--- src/rtl/bk_prefix_adder.sv ---
`timescale 1ns/1ps
module bk_prefix_adder #(
  parameter int WIDTH = 16
) (
  input  logic [WIDTH-1:0] x,
  input  logic [WIDTH-1:0] y,
  input  logic             cin,
  output logic [WIDTH-1:0] sum,
  output logic             cout
);
  localparam int LEVELS = $clog2(WIDTH);
  localparam int STAGES = 2*LEVELS - 1;

  logic [WIDTH-1:0] bit_p;
  logic [WIDTH-1:0] pp [0:STAGES-1];
  logic [WIDTH-1:0] gp [0:STAGES];

  assign bit_p = x ^ y;
  assign pp[0] = bit_p;
  assign gp[0] = {x[WIDTH-1:1] & y[WIDTH-1:1], (x[0] & y[0]) | (bit_p[0] & cin)};

  for (genvar s = 1; s <= STAGES; s++) begin : stage
    localparam int LVL  = (s <= LEVELS) ? s : STAGES + 1 - s;
    localparam int SPAN = 1 << LVL;
    localparam int HALF = SPAN / 2;
    for (genvar i = 0; i < WIDTH; i++) begin : col
      if ((s <= LEVELS && ((i + 1) % SPAN) == 0) ||
          (s >  LEVELS && i >= SPAN && ((i + 1) % SPAN) == HALF)) begin : op
        assign gp[s][i] = gp[s-1][i] | (pp[s-1][i] & gp[s-1][i-HALF]);
        if (s < STAGES) begin : pg
          assign pp[s][i] = pp[s-1][i] & pp[s-1][i-HALF];
        end
      end else begin : pass
        assign gp[s][i] = gp[s-1][i];
        if (s < STAGES) begin : pg
          assign pp[s][i] = pp[s-1][i];
        end
      end
    end
  end

  assign sum  = bit_p ^ {gp[STAGES][WIDTH-2:0], cin};
  assign cout = gp[STAGES][WIDTH-1];
endmodule

--- config.mk ---
export PLATFORM = sky130hd
export DESIGN_NAME = bk_prefix_adder
export DESIGN_NICKNAME = d
export VERILOG_FILES = /design/src/rtl/bk_prefix_adder.sv
export SDC_FILE = /design/constraint.sdc
export NUM_CORES = 1
export LEC_CHECK = 0
export CAP_MARGIN = 0
export CORE_MARGIN = 2
export CORE_UTILIZATION = 39
export DETAILED_ROUTE_END_ITERATION = 8
export PLACE_DENSITY = 0.91
export SETUP_SLACK_MARGIN = 0.4
export SYNTH_ARGS = -nofsm -noshare
export SYNTH_HDL_FRONTEND = slang
export SYNTH_SLANG_ARGS = --single-unit
--- constraint.sdc ---
create_clock -name vclk -period 9.5
set_input_delay 2.85 -clock vclk [all_inputs]
set_output_delay 2.85 -clock vclk [all_outputs]
set_load 0.02 [all_outputs]
# After elaboration in Yosys (flattened, before gate mapping)
# Cells that the tools add are included.
# classes
bitwise_logic	69
# op_table
op	count
$and 1x1->1	39
$xor 16x16->16	2
$or 1x1->1	27
$and 15x15->15	1
# word_totals
inputBits	33
reg_bits	0
output_inout_bits	17

# Depth between registers and ports, before layout
# Gate-level depths: netlist of the first run.
# logic_depth
word_depth	16
depth_mapped	10
depth_no_buf	10

# Least setup slack after synthesis of the first run
# OpenSTA, ideal clock, no wires.
# synth_path
path_kind	input to output
start	input port y[0]
end	output port sum[15]
arrival_time_ns	4.915
path_stages	10
path_buffers	0
required_ns	6.650
setup_slack_ns	1.735
path_cell_list	inv_1 -> fa_1 -> inv_1 -> fa_1 -> a211oi_2 -> o211ai_2 -> a41oi_2 -> a21oi_1 -> fa_1 -> xor2_1
# synth_between
elab_chain_cells	16
word_cells_on_any_way	17
cone_classes	17 x bitwise
# synth_lines
element	line	source
start, declared	6	input logic [WIDTH-1:0] y,
$xor 16x16->16	18	assign bit_p = x ^ y;
$and 1x1->1	20	assign gp[0] = {x[WIDTH-1:1] & y[WIDTH-1:1], (x[0] & y[0]) | (bit_p[0] & cin)};
$or 1x1->1 *	20	
$and 1x1->1 *	29	assign gp[s][i] = gp[s-1][i] | (pp[s-1][i] & gp[s-1][i-HALF]);
$or 1x1->1 *	29	
$and 1x1->1 *	29	
$or 1x1->1 *	29	
$and 1x1->1 *	29	
$or 1x1->1 *	29	
$and 1x1->1 *	29	
$or 1x1->1 *	29	
$and 1x1->1 *	29	
$or 1x1->1 *	29	
$and 1x1->1 *	29	
$or 1x1->1 *	29	
$xor 16x16->16 *	42	assign sum = bit_p ^ {gp[STAGES][WIDTH-2:0], cin};
end, declared	8	output logic [WIDTH-1:0] sum,
# Every way passes the cells marked *; elsewhere a longest branch is shown, timed or not.

# Worst setup path after layout of the first run
# Ends and elaborated chain as after synthesis.

==> results.json, run 1 <==
{
  "drt_drc_violations_left": 0,
  "post_cts.resized_instances": 0,
  "cts_setup_buffers": 0,
  "status": "complete, no violations",
  "vdd.ir_drop.worst_mv": 0.0527,
  "die-area_um2": 2040,
  "num_vias": 717,
  "area_growth_from_synthesis_to_layout_pct": 78.6,
  "totalWireLength_um": 1730,
  "ios": 50,
  "worst_setup_path_start_kind": "input port",
  "place_worst_setup_slack_ns": 0.772,
  "synth_largest_area_cell": "fa_1",
  "timing.critical_path.from": "y[0]",
  "layout.sequential_cells": 0,
  "hold_viol_final": 0,
  "globalRouteMet1Util": 0.174,
  "endpoint_kind": "primary output",
  "yosysSeqAreaShare": 0,
  "critPathMaxFanout": 3,
  "fp.dieH_um": 45.2,
  "capture_point_of_the_critical_path": "sum[15]",
  "nFillCells": 117,
  "antenna_left": 0,
  "synth_top_cell_area_share": 0.272,
  "initial_core_util": 0.429,
  "fmax_ghz": 0.115,
  "layout-drive-gt1-share": 0.0325,
  "grt_usage": 0.198,
  "synthesis.yosys.warnings": 0,
  "firstDrtPassIters": 4,
  "ys_top_cells_by_area": "fa_1 27%, ha_1 26%, inv_1 7.9%",
  "max-cap-violations": 0,
  "post_drt_wl_per_cell_um": 12.4,
  "worst-endpoint-arrival_ns": 5.84,
  "static-leakage-power_nw": 0.545,
  "post-dp-hpwl_um": 1660,
  "detail_route.vias_per_cell": 5.16,
  "grt_antenna_before_repair": 0,
  "synth.lib_cells_used.distinct": 18,
  "initialDrtViolationCount": 3,
  "finalWorstSetupSlack_ns": 0.810,
  "grtUsageMet3": 0.0400,
  "globalplace.congestion": 0.737,
  "maxSlewHeadroom": 0.839,
  "numPortBuffers": 50,
  "synth_nets": 129,
  "grt_busiest_layer": "met2",
  "tightest_slew_ns": 0.239,
  "syn-cell-area_um2": 662,
  "crit_type": "in2out",
  "power_density_nw_per_um2": 86.5,
  "met2_track_demand_over_resource": 0.454,
  "netlist_instances": 73,
  "final_net_count": 181,
  "antenna_diodes": 0,
  "final.hold.worst_slack_ns": 6.88,
  "period_needed_ns": 8.69,
  "synth.avg_cell_area_um2": 9.07,
  "worst_ep_required_time_ns": 6.65,
  "via_count_of_the_first_global_routing_pass": 791,
  "largest_net_degree_at_the_start_of_global_routing": 5,
  "setup_viol_count_final": 0,
  "core_um2": 1540,
  "seqCellArea_um2": 0,
  "grt_remaining_overflow": 0,
  "grt_setup_unrepaired": "false",
  "min-delay-path-class": "in2out",
  "finalCritPeriodShare": 0.915,
  "totalNegativeSetupSlack_ns": 0,
  "clkbuf_count": 0,
  "fp.dieW_um": 45.2,
  "timing_max_transition_violations_final": 0,
  "grt_pass1_wl_um": 3060,
  "cts_hold_repair.buffers": 0,
  "count_of_standard_cell_rows": 14
}
==> stage by stage <==
| step | instances | util | power, mW | area, um2 |
|---|---|---|---|---|
| 5_1_grt | 139 | 0.767 | 0.112 | 1180 |
| 3_3_place_gp | 139 | 0.767 | 0.100 | 1180 |
| 3_5_place_dp | 139 | 0.767 | 0.103 | 1180 |
| 2_1_floorplan | 73 | - | 0.0553 | 662 |
| 6_report | 139 | 0.767 | 0.102 | 1180 |
| 4_1_cts | 139 | 0.767 | 0.104 | 1180 |
==> cells by family after synthesis <==
family / Yosys count / share of synthesized area
adders and majority gates: 23 / 0.537
AOI/OAI and AO/OA: 21 / 0.244
buffers and inverters: 14 / 0.0794
and+or+nand+nor: 8 / 0.0472
xor gates and xnor gates: 7 / 0.0926
==> layer usage <==
layer,wire (um),part of all wire
met5,0,0
met4,0,0
met3,196,0.11
met2,1030,0.59
met1,508,0.29
==> layout make-up <==
cell class | instances | area (um2) | share of cell area
multi-input combinational | 59 | 609 | 0.515
tap | 16 | 20.0 | 0.0169
timing repair buffer | 50 | 500 | 0.423
inverter | 14 | 52.6 | 0.0444
==> critical path, stage by stage <==
cell	delay (ns)
clkdlybuf4s50_1	0.40
inv_1	0.08
fa_1	0.16
inv_1	0.05
fa_1	0.42
a211oi_2	0.26
o211ai_2	0.12
a41oi_2	0.24
a21oi_1	0.11
fa_1	0.38
xor2_1	0.15
clkdlybuf4s50_1	0.62
==> report_power, final <==
part | total, mW | internal [mW] | switching [mW]
clock | 0 | 0 | 0
combinational | 0.102 | 0.0540 | 0.0483
sequential | 0 | 0 | 0
==> cell usage in the layout, fill, tap and decap left out <==
cell type / synthesis / layout
clkdlybuf4s50_1: 0 / 50
a22oi_1: 1 / 1
ha_1: 14 / 14
inv_1: 14 / 14
o21ai_0: 3 / 3
a21o_1: 3 / 3
a211oi_1: 1 / 1
a41oi_2: 1 / 1
a211oi_2: 1 / 1
o211ai_1: 1 / 1
a21oi_1: 5 / 5
nor3_1: 1 / 1
o21a_1: 3 / 3
o211ai_2: 2 / 2
nand2_1: 4 / 4
xnor2_1: 2 / 2
xor2_1: 5 / 5
fa_1: 9 / 9
nor2_1: 3 / 3
==> worst min-delay path by stage <==
stage               startpoint       to  slack (ns)  cells past startpoint
finish                     cin   sum[0]        6.88                      5
global route              x[0]   sum[0]        6.93                      5
CTS                        cin   sum[0]        6.89                      5
detailed placement        x[0]   sum[0]        6.89                      5
global placement           cin   sum[0]        6.88                      5
floorplan                x[10]  sum[10]        5.96                      1
==> Yosys cell counts <==
cell type and instances:
a211oi_1 1, a211oi_2 1, a21o_1 3, a21oi_1 5, a22oi_1 1, a41oi_2 1, fa_1 9, ha_1 14
inv_1 14, nand2_1 4, nor2_1 3, nor3_1 1, o211ai_1 1, o211ai_2 2, o21a_1 3, o21ai_0 3
xnor2_1 2, xor2_1 5
Note: power is estimated with default switching activity, not from simulation.
==> inputs of run 2 (changes only) <==
--- a/config.mk
+++ b/config.mk
@@ -9,7 +9,7 @@
 export CORE_MARGIN = 2
 export CORE_UTILIZATION = 39
 export DETAILED_ROUTE_END_ITERATION = 8
-export PLACE_DENSITY = 0.91
+export PLACE_DENSITY = 0.95
 export SETUP_SLACK_MARGIN = 0.4
 export SYNTH_ARGS = -nofsm -noshare
 export SYNTH_HDL_FRONTEND = slang
==> run 2 against run 1 <==
  * Via count grew 0.70%
  * Setup slack worse by 0.023 ns
  * Hold slack worse by 0.0033 ns
  * Combinational power about the same
  * Critical path depth unchanged
  * Sequential share of layout area is the same
  * Power is 0.73% higher
  * Die area did not move
  * Final cell count unchanged
  * Core utilization unchanged
  * Critical endpoint is now sum[13]
==> results.json, run 2 (synthesis results as in run 1) <==
{
  "status": "complete, no violations",
  "layout.cells.most_common": "clkdlybuf4s50_1",
  "period_needed_ns": 8.71,
  "seqPwrFrac": 0,
  "post_cts.resized_instances": 0,
  "internal_power_mw": 0.0541,
  "grt_pass1_wl_um": 3040,
  "clkbuf_count": 0,
  "min-delay-path-class": "in2out",
  "worst_ep_required_time_ns": 6.65,
  "min_delay_path_depth": 5,
  "totalPowerFinal_mw": 0.103,
  "place_worst_setup_slack_ns": 0.769,
  "cts_hold_repair.buffers": 0,
  "firstDrtPassIters": 3,
  "antenna_left": 0,
  "timing_max_transition_violations_final": 0,
  "layout-drive-gt1-share": 0.0325,
  "grt_remaining_overflow": 0,
  "number_of_placed_cells_counting_well_taps": 139,
  "hp_start": "cin",
  "core_um2": 1540,
  "critPathMaxFanout": 3,
  "post_drt_wl_per_cell_um": 12.7,
  "power_density_nw_per_um2": 87.2,
  "finalNonFillerCells": 139,
  "final_cell_mix": "50 x clkdlybuf4s50_1, 14 x inv_1, 14 x ha_1",
  "globalRouteMet1Util": 0.168,
  "worst_setup_path_start_kind": "input port",
  "die-area_um2": 2040,
  "share_comb_of_total_power": 1.000,
  "grt_usage": 0.196,
  "antenna_diodes": 0,
  "post-dp-hpwl_um": 1660,
  "grtUsageMet3": 0.0240,
  "fmax_ghz": 0.115,
  "worst-endpoint-arrival_ns": 5.86,
  "totalWireLength_um": 1760,
  "tightest_slew_ns": 0.256,
  "static-leakage-power_nw": 0.545,
  "finalWorstSetupSlack_ns": 0.787,
  "grt_busiest_layer": "met2",
  "drt_drc_violations_left": 0,
  "initialDrtViolationCount": 1,
  "clkPwrFrac": 0,
  "min_delay_worst_endpoint": "sum[0]",
  "cts_setup_buffers": 0,
  "max-cap-violations": 0,
  "numPortBuffers": 50,
  "maxSlewHeadroom": 0.828,
  "largest_net_degree_at_the_start_of_global_routing": 5,
  "switching_share": 0.475,
  "vdd.ir_drop.worst_mv": 0.0558,
  "area_growth_from_synthesis_to_layout_pct": 78.6,
  "seqCellArea_um2": 0,
  "via_count_of_the_first_global_routing_pass": 792,
  "grt_setup_unrepaired": "false",
  "final_net_count": 181,
  "endpoint_kind": "primary output",
  "setup_viol_count_final": 0,
  "count_of_standard_cell_rows": 14,
  "finalCritPeriodShare": 0.917,
  "fp.dieW_um": 45.2,
  "fp.dieH_um": 45.2,
  "initial_core_util": 0.429,
  "switching_power_mw": 0.0490,
  "grt_antenna_before_repair": 0,
  "layout.sequential_cells": 0,
  "crit_type": "in2out",
  "hold_viol_final": 0,
  "ios": 50,
  "totalNegativeSetupSlack_ns": 0,
  "num_vias": 722,
  "post-route-util": 0.767,
  "met2_track_demand_over_resource": 0.449,
  "detail_route.vias_per_cell": 5.19,
  "globalplace.congestion": 0.722
}
run 2: cell counts in the layout (fill, tap and decap cells not counted):
Identical to the previous run, type by type.
run 2: worst max path at each step:
stage	startpoint	endpoint	slack [ns]	cells past startpoint
floorplan	y[0]	sum[15]	1.73	10
global placement	y[0]	sum[15]	0.88	12
detailed placement	y[0]	sum[13]	0.77	12
CTS	y[0]	sum[13]	0.75	12
global route	y[0]	sum[15]	0.56	12
finish	y[0]	sum[13]	0.79	12
run 2: area by class of cell:
class / count / area, um2
multi-input cells: 59 / 609
repair buffers: 50 / 500
fillers: 127 / 359
inverters: 14 / 52.6
well taps: 16 / 20.0
run 2: per-layer routing:
metal	share of wire	up-vias
li1	-	351
met5	0	-
met4	0.0096	0
met3	0.11	2
met1	0.30	333
met2	0.58	36
run 2: per-stage QoR:
stage | hold WS (ns) | cell area (um2)
6_report | 6.87 | 1180
5_1_grt | 6.92 | 1180
3_3_place_gp | 6.88 | 1180
4_1_cts | 6.88 | 1180
2_1_floorplan | 5.96 | 662
3_5_place_dp | 6.88 | 1180
run 2: worst max-delay path, cell delays in order:
cell	delay [ns]
clkdlybuf4s50_1	0.41
inv_1	0.08
fa_1	0.17
inv_1	0.05
fa_1	0.42
a211oi_2	0.26
o211ai_2	0.12
a41oi_2	0.24
inv_1	0.09
fa_1	0.38
xor2_1	0.17
clkdlybuf4s50_1	0.63
run 2: power groups by stage:
stage	clock network, mW	logic (mW)	registers [mW]
final	0	0.103	0
after global routing	0	0.112	0
after CTS	0	0.104	0
after detailed placement	0	0.104	0
after global placement	0	0.100	0
after floorplan	0	0.0553	0
